$ cat config.mk
export PLATFORM = sky130hd
export DESIGN_NAME = dbf_guard
export DESIGN_NICKNAME = d
export VERILOG_FILES = /design/src/rtl/dbf_pkg.sv /design/src/rtl/dbf_err_qual.sv /design/src/rtl/dbf_window.sv /design/src/rtl/dbf_halt_ctl.sv /design/src/rtl/dbf_guard.sv
export SDC_FILE = /design/constraint.sdc
export NUM_CORES = 1
export LEC_CHECK = 0
export ABC_CLOCK_PERIOD_IN_PS = 1000
export BUFFER_PORTS_ARGS = -buffer_cell sky130_fd_sc_hd__buf_2
export CORE_AREA = 2 2 39 41
export DETAILED_ROUTE_END_ITERATION = 7
export DIE_AREA = 0 0 41 43
export PLACE_DENSITY_LB_ADDON = 0.25
export SLEW_MARGIN = 20
export SYNTH_ARGS = -nofsm -noshare
export SYNTH_HDL_FRONTEND = slang
export SYNTH_SLANG_ARGS = --single-unit
$ cat constraint.sdc
create_clock -name clk -period 1 [get_ports clk]
set_input_delay 0.15 -clock clk [delete_from_list [all_inputs] [get_ports clk]]
set_output_delay 0.15 -clock clk [all_outputs]
set_load 0.02 [all_outputs]
$ cat src/rtl/dbf_pkg.sv
// Shared types for the double bus fault detector.
package dbf_pkg;
    typedef enum logic [1:0] {
        DBF_IDLE   = 2'd0,
        DBF_WINDOW = 2'd1,
        DBF_HALTED = 2'd2
    } dbf_state_e;
endpackage

$ cat src/rtl/dbf_err_qual.sv
// Error qualifier: drops each error bit whose matching retry bit is set and
// reduces the survivors to one candidate flag.
// Assumes err_i and retry_i are indexed the same way and sampled together.
module dbf_err_qual #(
    parameter int ERR_SRC = 2
) (
    input  logic [ERR_SRC-1:0] err_i,
    input  logic [ERR_SRC-1:0] retry_i,
    output logic               cand_o
);
    logic [ERR_SRC-1:0] real_err;

    for (genvar g = 0; g < ERR_SRC; g++) begin : g_src
        // A cycle that ended in retry is not an error.
        assign real_err[g] = err_i[g] & ~retry_i[g];
    end

    // Any surviving source is a candidate fault.
    assign cand_o = |real_err;
endmodule

$ cat src/rtl/dbf_window.sv
// Critical window tracker: opens on the start of a fatal-kind exception and
// closes on sequence completion. A start in the same clock as a done wins.
// Assumes start and done arrive as single-cycle pulses.
module dbf_window #(
    parameter int                 KIND_W      = 2,
    parameter logic [2**KIND_W-1:0] FATAL_KINDS = 4'b0111
) (
    input  logic              clk,
    input  logic              rst_n,
    input  logic              start_i,
    input  logic [KIND_W-1:0] kind_i,
    input  logic              done_i,
    output logic              window_o
);
    logic kind_fatal;
    logic window_q;

    // Look up whether the starting exception kind opens the window.
    always_comb kind_fatal = FATAL_KINDS[kind_i];

    // Window flag register.
    always_ff @(posedge clk) begin
        if (!rst_n)                    window_q <= 1'b0;
        else if (start_i && kind_fatal) window_q <= 1'b1;
        else if (done_i)               window_q <= 1'b0;
    end

    assign window_o = window_q;
endmodule

$ cat src/rtl/dbf_halt_ctl.sv
// Sticky halt latch: sets when a candidate error meets an open window as it
// stood before the edge; only reset clears it.
module dbf_halt_ctl (
    input  logic clk,
    input  logic rst_n,
    input  logic cand_i,
    input  logic window_i,
    output logic halted_o
);
    logic halted_q;

    // Halted flag register, sticky until reset.
    always_ff @(posedge clk) begin
        if (!rst_n)                  halted_q <= 1'b0;
        else if (cand_i && window_i) halted_q <= 1'b1;
    end

    assign halted_o = halted_q;
endmodule

$ cat src/rtl/dbf_guard.sv
// Double bus fault detector top. Combines error qualification, window
// tracking and the halt latch. It gates the core's cycle requests and
// registers the external grant independently of the halt state.
// Assumes a synchronous active-low reset and single-cycle input pulses.
module dbf_guard
    import dbf_pkg::*;
#(
    parameter int                   ERR_SRC     = 2,
    parameter int                   KIND_W      = 2,
    parameter logic [2**KIND_W-1:0] FATAL_KINDS = 4'b0111
) (
    input  logic               clk,
    input  logic               rst_n,
    input  logic [ERR_SRC-1:0] err_i,
    input  logic [ERR_SRC-1:0] retry_i,
    input  logic               exc_start_i,
    input  logic [KIND_W-1:0]  exc_kind_i,
    input  logic               exc_done_i,
    input  logic               core_req_i,
    output logic               core_grant_o,
    input  logic               ext_req_i,
    output logic               ext_gnt_o,
    output logic               halt_oe_o,
    output logic [1:0]         status_o
);
    logic       cand;
    logic       window;
    logic       halted;
    logic       ext_gnt_q;
    dbf_state_e state;

    dbf_err_qual #(.ERR_SRC(ERR_SRC)) u_qual (
        .err_i   (err_i),
        .retry_i (retry_i),
        .cand_o  (cand)
    );

    dbf_window #(.KIND_W(KIND_W), .FATAL_KINDS(FATAL_KINDS)) u_win (
        .clk      (clk),
        .rst_n    (rst_n),
        .start_i  (exc_start_i),
        .kind_i   (exc_kind_i),
        .done_i   (exc_done_i),
        .window_o (window)
    );

    dbf_halt_ctl u_halt (
        .clk      (clk),
        .rst_n    (rst_n),
        .cand_i   (cand),
        .window_i (window),
        .halted_o (halted)
    );

    // Arbitration path: grant mirrors the request one clock later, halt-blind.
    always_ff @(posedge clk) begin
        if (!rst_n) ext_gnt_q <= 1'b0;
        else        ext_gnt_q <= ext_req_i;
    end

    // Status encoding; halted dominates the window.
    always_comb begin
        if (halted)      state = DBF_HALTED;
        else if (window) state = DBF_WINDOW;
        else             state = DBF_IDLE;
    end

    assign status_o     = state;
    assign halt_oe_o    = halted;
    assign core_grant_o = core_req_i & ~halted;
    assign ext_gnt_o    = ext_gnt_q;
endmodule

; ---- Word-level counts from Yosys, hierarchy flattened
; Index checks and enable logic that the tools add are counted.
[op_classes]
bitwise_logic = 6
n_lt_le_gt_ge = 1
n_reduce_logical = 4
n_mux = 6
[op_table]
columns = op, count
row1 = two-way mux 1 bit, 4
row2 = AND 1 bit, 3
row3 = less-than comparator 2 x 3 -> 1 bit (second input constant), 1
row4 = NOT 1 bit, 3
row5 = binary-select mux 1 bit (select 2 bit), 1
row6 = logical AND 1 bit, 2
row7 = two-way mux 2 bit, 1
row8 = nonzero test 2 bit, 1
row9 = OR reduction 2 bit, 1
[word_totals]
out_inout_bits = 5
wordCells = 20
regBits = 3
in_bits = 12

; ---- Depth between registers and ports, before layout
[logic_depth]
depth_word = 4
ltp_mapped = 3

; ---- Modules after synthesis
; A second synthesis with hierarchy kept.
[unflattened]
cells_unflattened = 15
area_unflattened_um2 = 138.9
[by_module_without_submodules]
columns = mod, cells_each, area_each_um2, n_inst
row1 = dbf_guard, 5, 46.3, 1
row2 = dbf_window, 4, 41.3, 1
row3 = dbf_halt_ctl, 3, 31.3, 1
row4 = dbf_err_qual, 3, 20.0, 1

; ---- Worst setup path after synthesis
; OpenSTA, ideal clock, no wires.
[synth_path]
path_type = reg2out
startpoint = register u_halt.halted_q, in the netlist u_halt.halted_o
endpoint = output core_grant_o
path_slack_ns = 0.121
stages_incl_launch_ff = 2
arrival_time_ns = 0.729
n_path_buf = 0
cell_sequence = dfxtp_1 nor2b_1
[synth_between]
elab_chain_cells = 2
[synth_rtl]
columns = element, line
row1 = "start, declared", dbf_halt_ctl.sv:10  ; logic halted_q;
row2 = "start signal, assigned", dbf_halt_ctl.sv:14  ; if (!rst_n) halted_q <= 1'b0;
row3 = "start signal, assigned", dbf_halt_ctl.sv:15  ; else if (cand_i && window_i) halted_q <= 1'b1;
row4 = NOT 1 bit, dbf_guard.sv:70  ; assign core_grant_o = core_req_i & ~halted;
row5 = AND 1 bit, dbf_guard.sv:70
row6 = "end, declared", dbf_guard.sv:20  ; output logic core_grant_o,
; No other way between the ends.

; ---- Final worst setup path
[layout_path]
startpoint = register u_win.window_q, in the netlist u_win.window_o
endpoint = output status_o[0]
[layout_between]
elab_chain_cells = 2
[layout_rtl]
columns = element, line
row1 = "start, declared", dbf_window.sv:16  ; logic window_q;
row2 = "start signal, assigned", dbf_window.sv:23  ; if (!rst_n) window_q <= 1'b0;
row3 = "start signal, assigned", dbf_window.sv:24  ; else if (start_i && kind_fatal) window_q <= 1'b1;
row4 = "start signal, assigned", dbf_window.sv:25  ; else if (done_i) window_q <= 1'b0;
row5 = two-way mux 1 bit, dbf_guard.sv:64  ; else if (window) state = DBF_WINDOW;
row6 = two-way mux 2 bit, dbf_guard.sv:63  ; if (halted) state = DBF_HALTED;
row7 = "end, declared", dbf_guard.sv:24  ; output logic [1:0] status_o
; No other way between the ends.

==> run metrics <==
run status completed; ratio of routed vias to standard cells 3.15; synthesized netlist net count 29; maximum clock skew at final layout 0.0000434 ns; total clock sinks 3; final hold violation count 0; Netlist Area Pre-Place 135 sq um; cell chain of the critical path nor2b_1 -> buf_4; root buf cell sky130_fd_sc_hd__clkbuf_4; PostCTS Resize Cnt 0; final number of max-transition violations 0; fin crit share 95.8%; data arrival at the endpoint of the critical path 0.81 ns; total number of placement rows 14; stages on the worst setup path 2; final-layout fill cell count ~160; Critical path buffers and inverters 1; cell count after placement 48; worst endpoint required time 0.85 ns; type of element launching the critical path flop; initial cell density of the core 9.76%; reg2reg setup slack between 0.2 and 0.3 ns; depth of the worst hold-timing path 2; Post-Layout Cell Count 52; Starting DRT DRC Count 2; Reg-to-Reg Start u_win.window_o; critical path capture point type output pin; register area share after synthesis approximately 44%; initial antenna violation count 0; IR Drop Worst-Case VDD roughly 0.26 mV; commonest non-fill, non-tap cell in the layout sky130_fd_sc_hd__buf_2; DRC viols 0; Slew headroom 88.9%; first-pass GRT wire length around 400 um; post-layout net count 49; synthesized area per cell just under 8 sq um; overflow left after global routing 0; total setup violations reported at the end of the flow 0; Mapped Cells 17; multiplexer share of the synthesized area 0%; worst hold path class in2reg; count of buffers added by post-CTS timing repair for setup 0; vias in the first global route about 120; maximum number of pins on one net before global-route repair 6; commonest non-fill, non-tap cells in the layout sky130_fd_sc_hd__buf_2 (14), sky130_fd_sc_hd__nor2b_1 (4), sky130_fd_sc_hd__nand2_1 (3), sky130_fd_sc_hd__clkbuf_4 (3); crit path max fanout 3; number of synthesized register bits 3; Core Footprint 1380 sq um; slew of the pin with the lowest slew margin approximately 0.17 ns; Leakage 0.000142 uW; number of buffers inserted during clock tree synthesis 3; Simple-Gate Fraction of Synth Area 31.5%; delay of the slowest cell on the worst path 0.32 ns; RD Place Congestion 0.520; Worst R2R Path Depth 3; routed vias ~160; Die Outline Area 1760 sq um; diodes inserted 0; worst hold start ext_req_i; CP top delay family flip-flops; layout cell share with drive strength beyond 1 58.3%; clock network latency to the later pin of the worst-skew pair 0.22 ns; reg-to-reg critical path endpoint u_win.window_o; post-synthesis to final-layout area growth 93.5%; Post-Synth Adder-Cell Area 0%; number of hold-repair buffers added at the cts stage 0; count of H-tree levels built during CTS 1; fraction of synthesized cell area in xor and xnor cells 0%; die boundary height 43 um; RSZ-0062 raised after global routing no; combinational family with the most area after synthesis simple AND/OR/NAND/NOR gates; clock tree from TritonCTS done; post-layout total power about 410 uW; DRT antenna net count 0; Fmax 1040 MHz; final-layout setup total negative slack 0 ns; kind of critical path reg2out; PD cells between 1500 and 2000 nW/um^2; IO Pins 17; Tmin final between 0.9 and 1 ns; Pre-antenna DRT Iters 4; number of port buffers 16; total global routing track utilization 3.91%; clock-pin slew on the worst setup and hold paths roughly 0.03 ns; terminating pin of the worst hold path ext_gnt_o; share of the synthesized area in compound gates (AO/OA/AOI/OAI) between 10% and 20%; count of different cell masters after synthesis 9; count of maximum capacitance violations 0; maximum count of clock buffers along a single path 2; Ys Warns 0; master of the slowest instance on the critical path sky130_fd_sc_hd__dfxtp_2; wire length per cell 6.02 um; horizontal extent of the die 41 um; sum of routed wire length over all layers 313 um
cell type report:
| cell class | count | area [sq um] | area share (%) |
|---|---|---|---|
| clock buffer | 4 | 26.3 | 10.0 |
| tap | 16 | 20.0 | 7.66 |
| inverter | 2 | 7.51 | 2.87 |
| sequential | 3 | 62.6 | 23.9 |
| timing repair buffer | 16 | 85.1 | 32.5 |
| multi-input combinational | 11 | 60.1 | 23.0 |
where the power goes:
| part | switching (uW) | internal [uW] |
|---|---|---|
| combinational | 33.9 | 36.9 |
| clock | 54.2 | 149 |
| sequential | 4.47 | 129 |
| total | 92.5 | 315 |
how the worst max path moves through the flow:
stage / from / to / slack, ns
after floorplan: u_halt.halted_o / core_grant_o / 0.12
after global placement: u_win.window_o / status_o[0] / 0.26
after detailed placement: u_win.window_o / status_o[0] / 0.25
after CTS: u_win.window_o / status_o[0] / 0.004
after global routing: u_win.window_o / status_o[0] / 0.003
final: u_win.window_o / status_o[0] / 0.04
state kept, by name, summed over array words and instances, names as in the netlist:
| signal | count |
|---|---|
| u_halt.halted_o | 1 |
| ext_gnt_o | 1 |
| u_win.window_o | 1 |
metrics by stage:
| step | instance area (sq um) | util [%] | setup slack (ns) | hold slack [ns] |
|---|---|---|---|---|
| 6_report | 262 | 18.9 | 0.0420 | 0.129 |
| 5_1_grt | 262 | 18.9 | 0.00320 | 0.140 |
| 4_1_cts | 254 | 18.4 | 0.00447 | 0.123 |
| 3_5_place_dp | 228 | 16.5 | 0.251 | 0.360 |
| 3_3_place_gp | 228 | 16.5 | 0.257 | 0.357 |
| 2_1_floorplan | 135 | - | 0.121 | 0.269 |
cells by family (layout without fill, tap and decap cells):
group                  after synthesis  in the layout
flip-flops                           3              3
AO/OA/AOI/OAI                        3              3
buffers and inverters                3             22
AND/OR/NAND/NOR                      8              8
per-layer routing:
layer | up-vias | GRT usage [%] | part of all wire [%]
li1 | 90 | - | -
met1 | 61 | 3.83 | 42
met2 | 13 | 4.69 | 40
met3 | 0 | 1.57 | 17
met4 | 0 | 6.00 | 0
met5 | - | 0 | 0
Yosys cell counts:
cell	number	share of area [%]
sky130_fd_sc_hd__nor2b_1	4	19
sky130_fd_sc_hd__a22oi_1	1	5.6
sky130_fd_sc_hd__and2_1	1	4.6
sky130_fd_sc_hd__inv_1	2	5.6
sky130_fd_sc_hd__a21oi_1	1	3.7
sky130_fd_sc_hd__buf_4	1	5.6
sky130_fd_sc_hd__o21ai_1	1	3.7
sky130_fd_sc_hd__dfxtp_1	3	44
sky130_fd_sc_hd__nand2_1	3	8.3
Power figures use the tool's default switching activity.
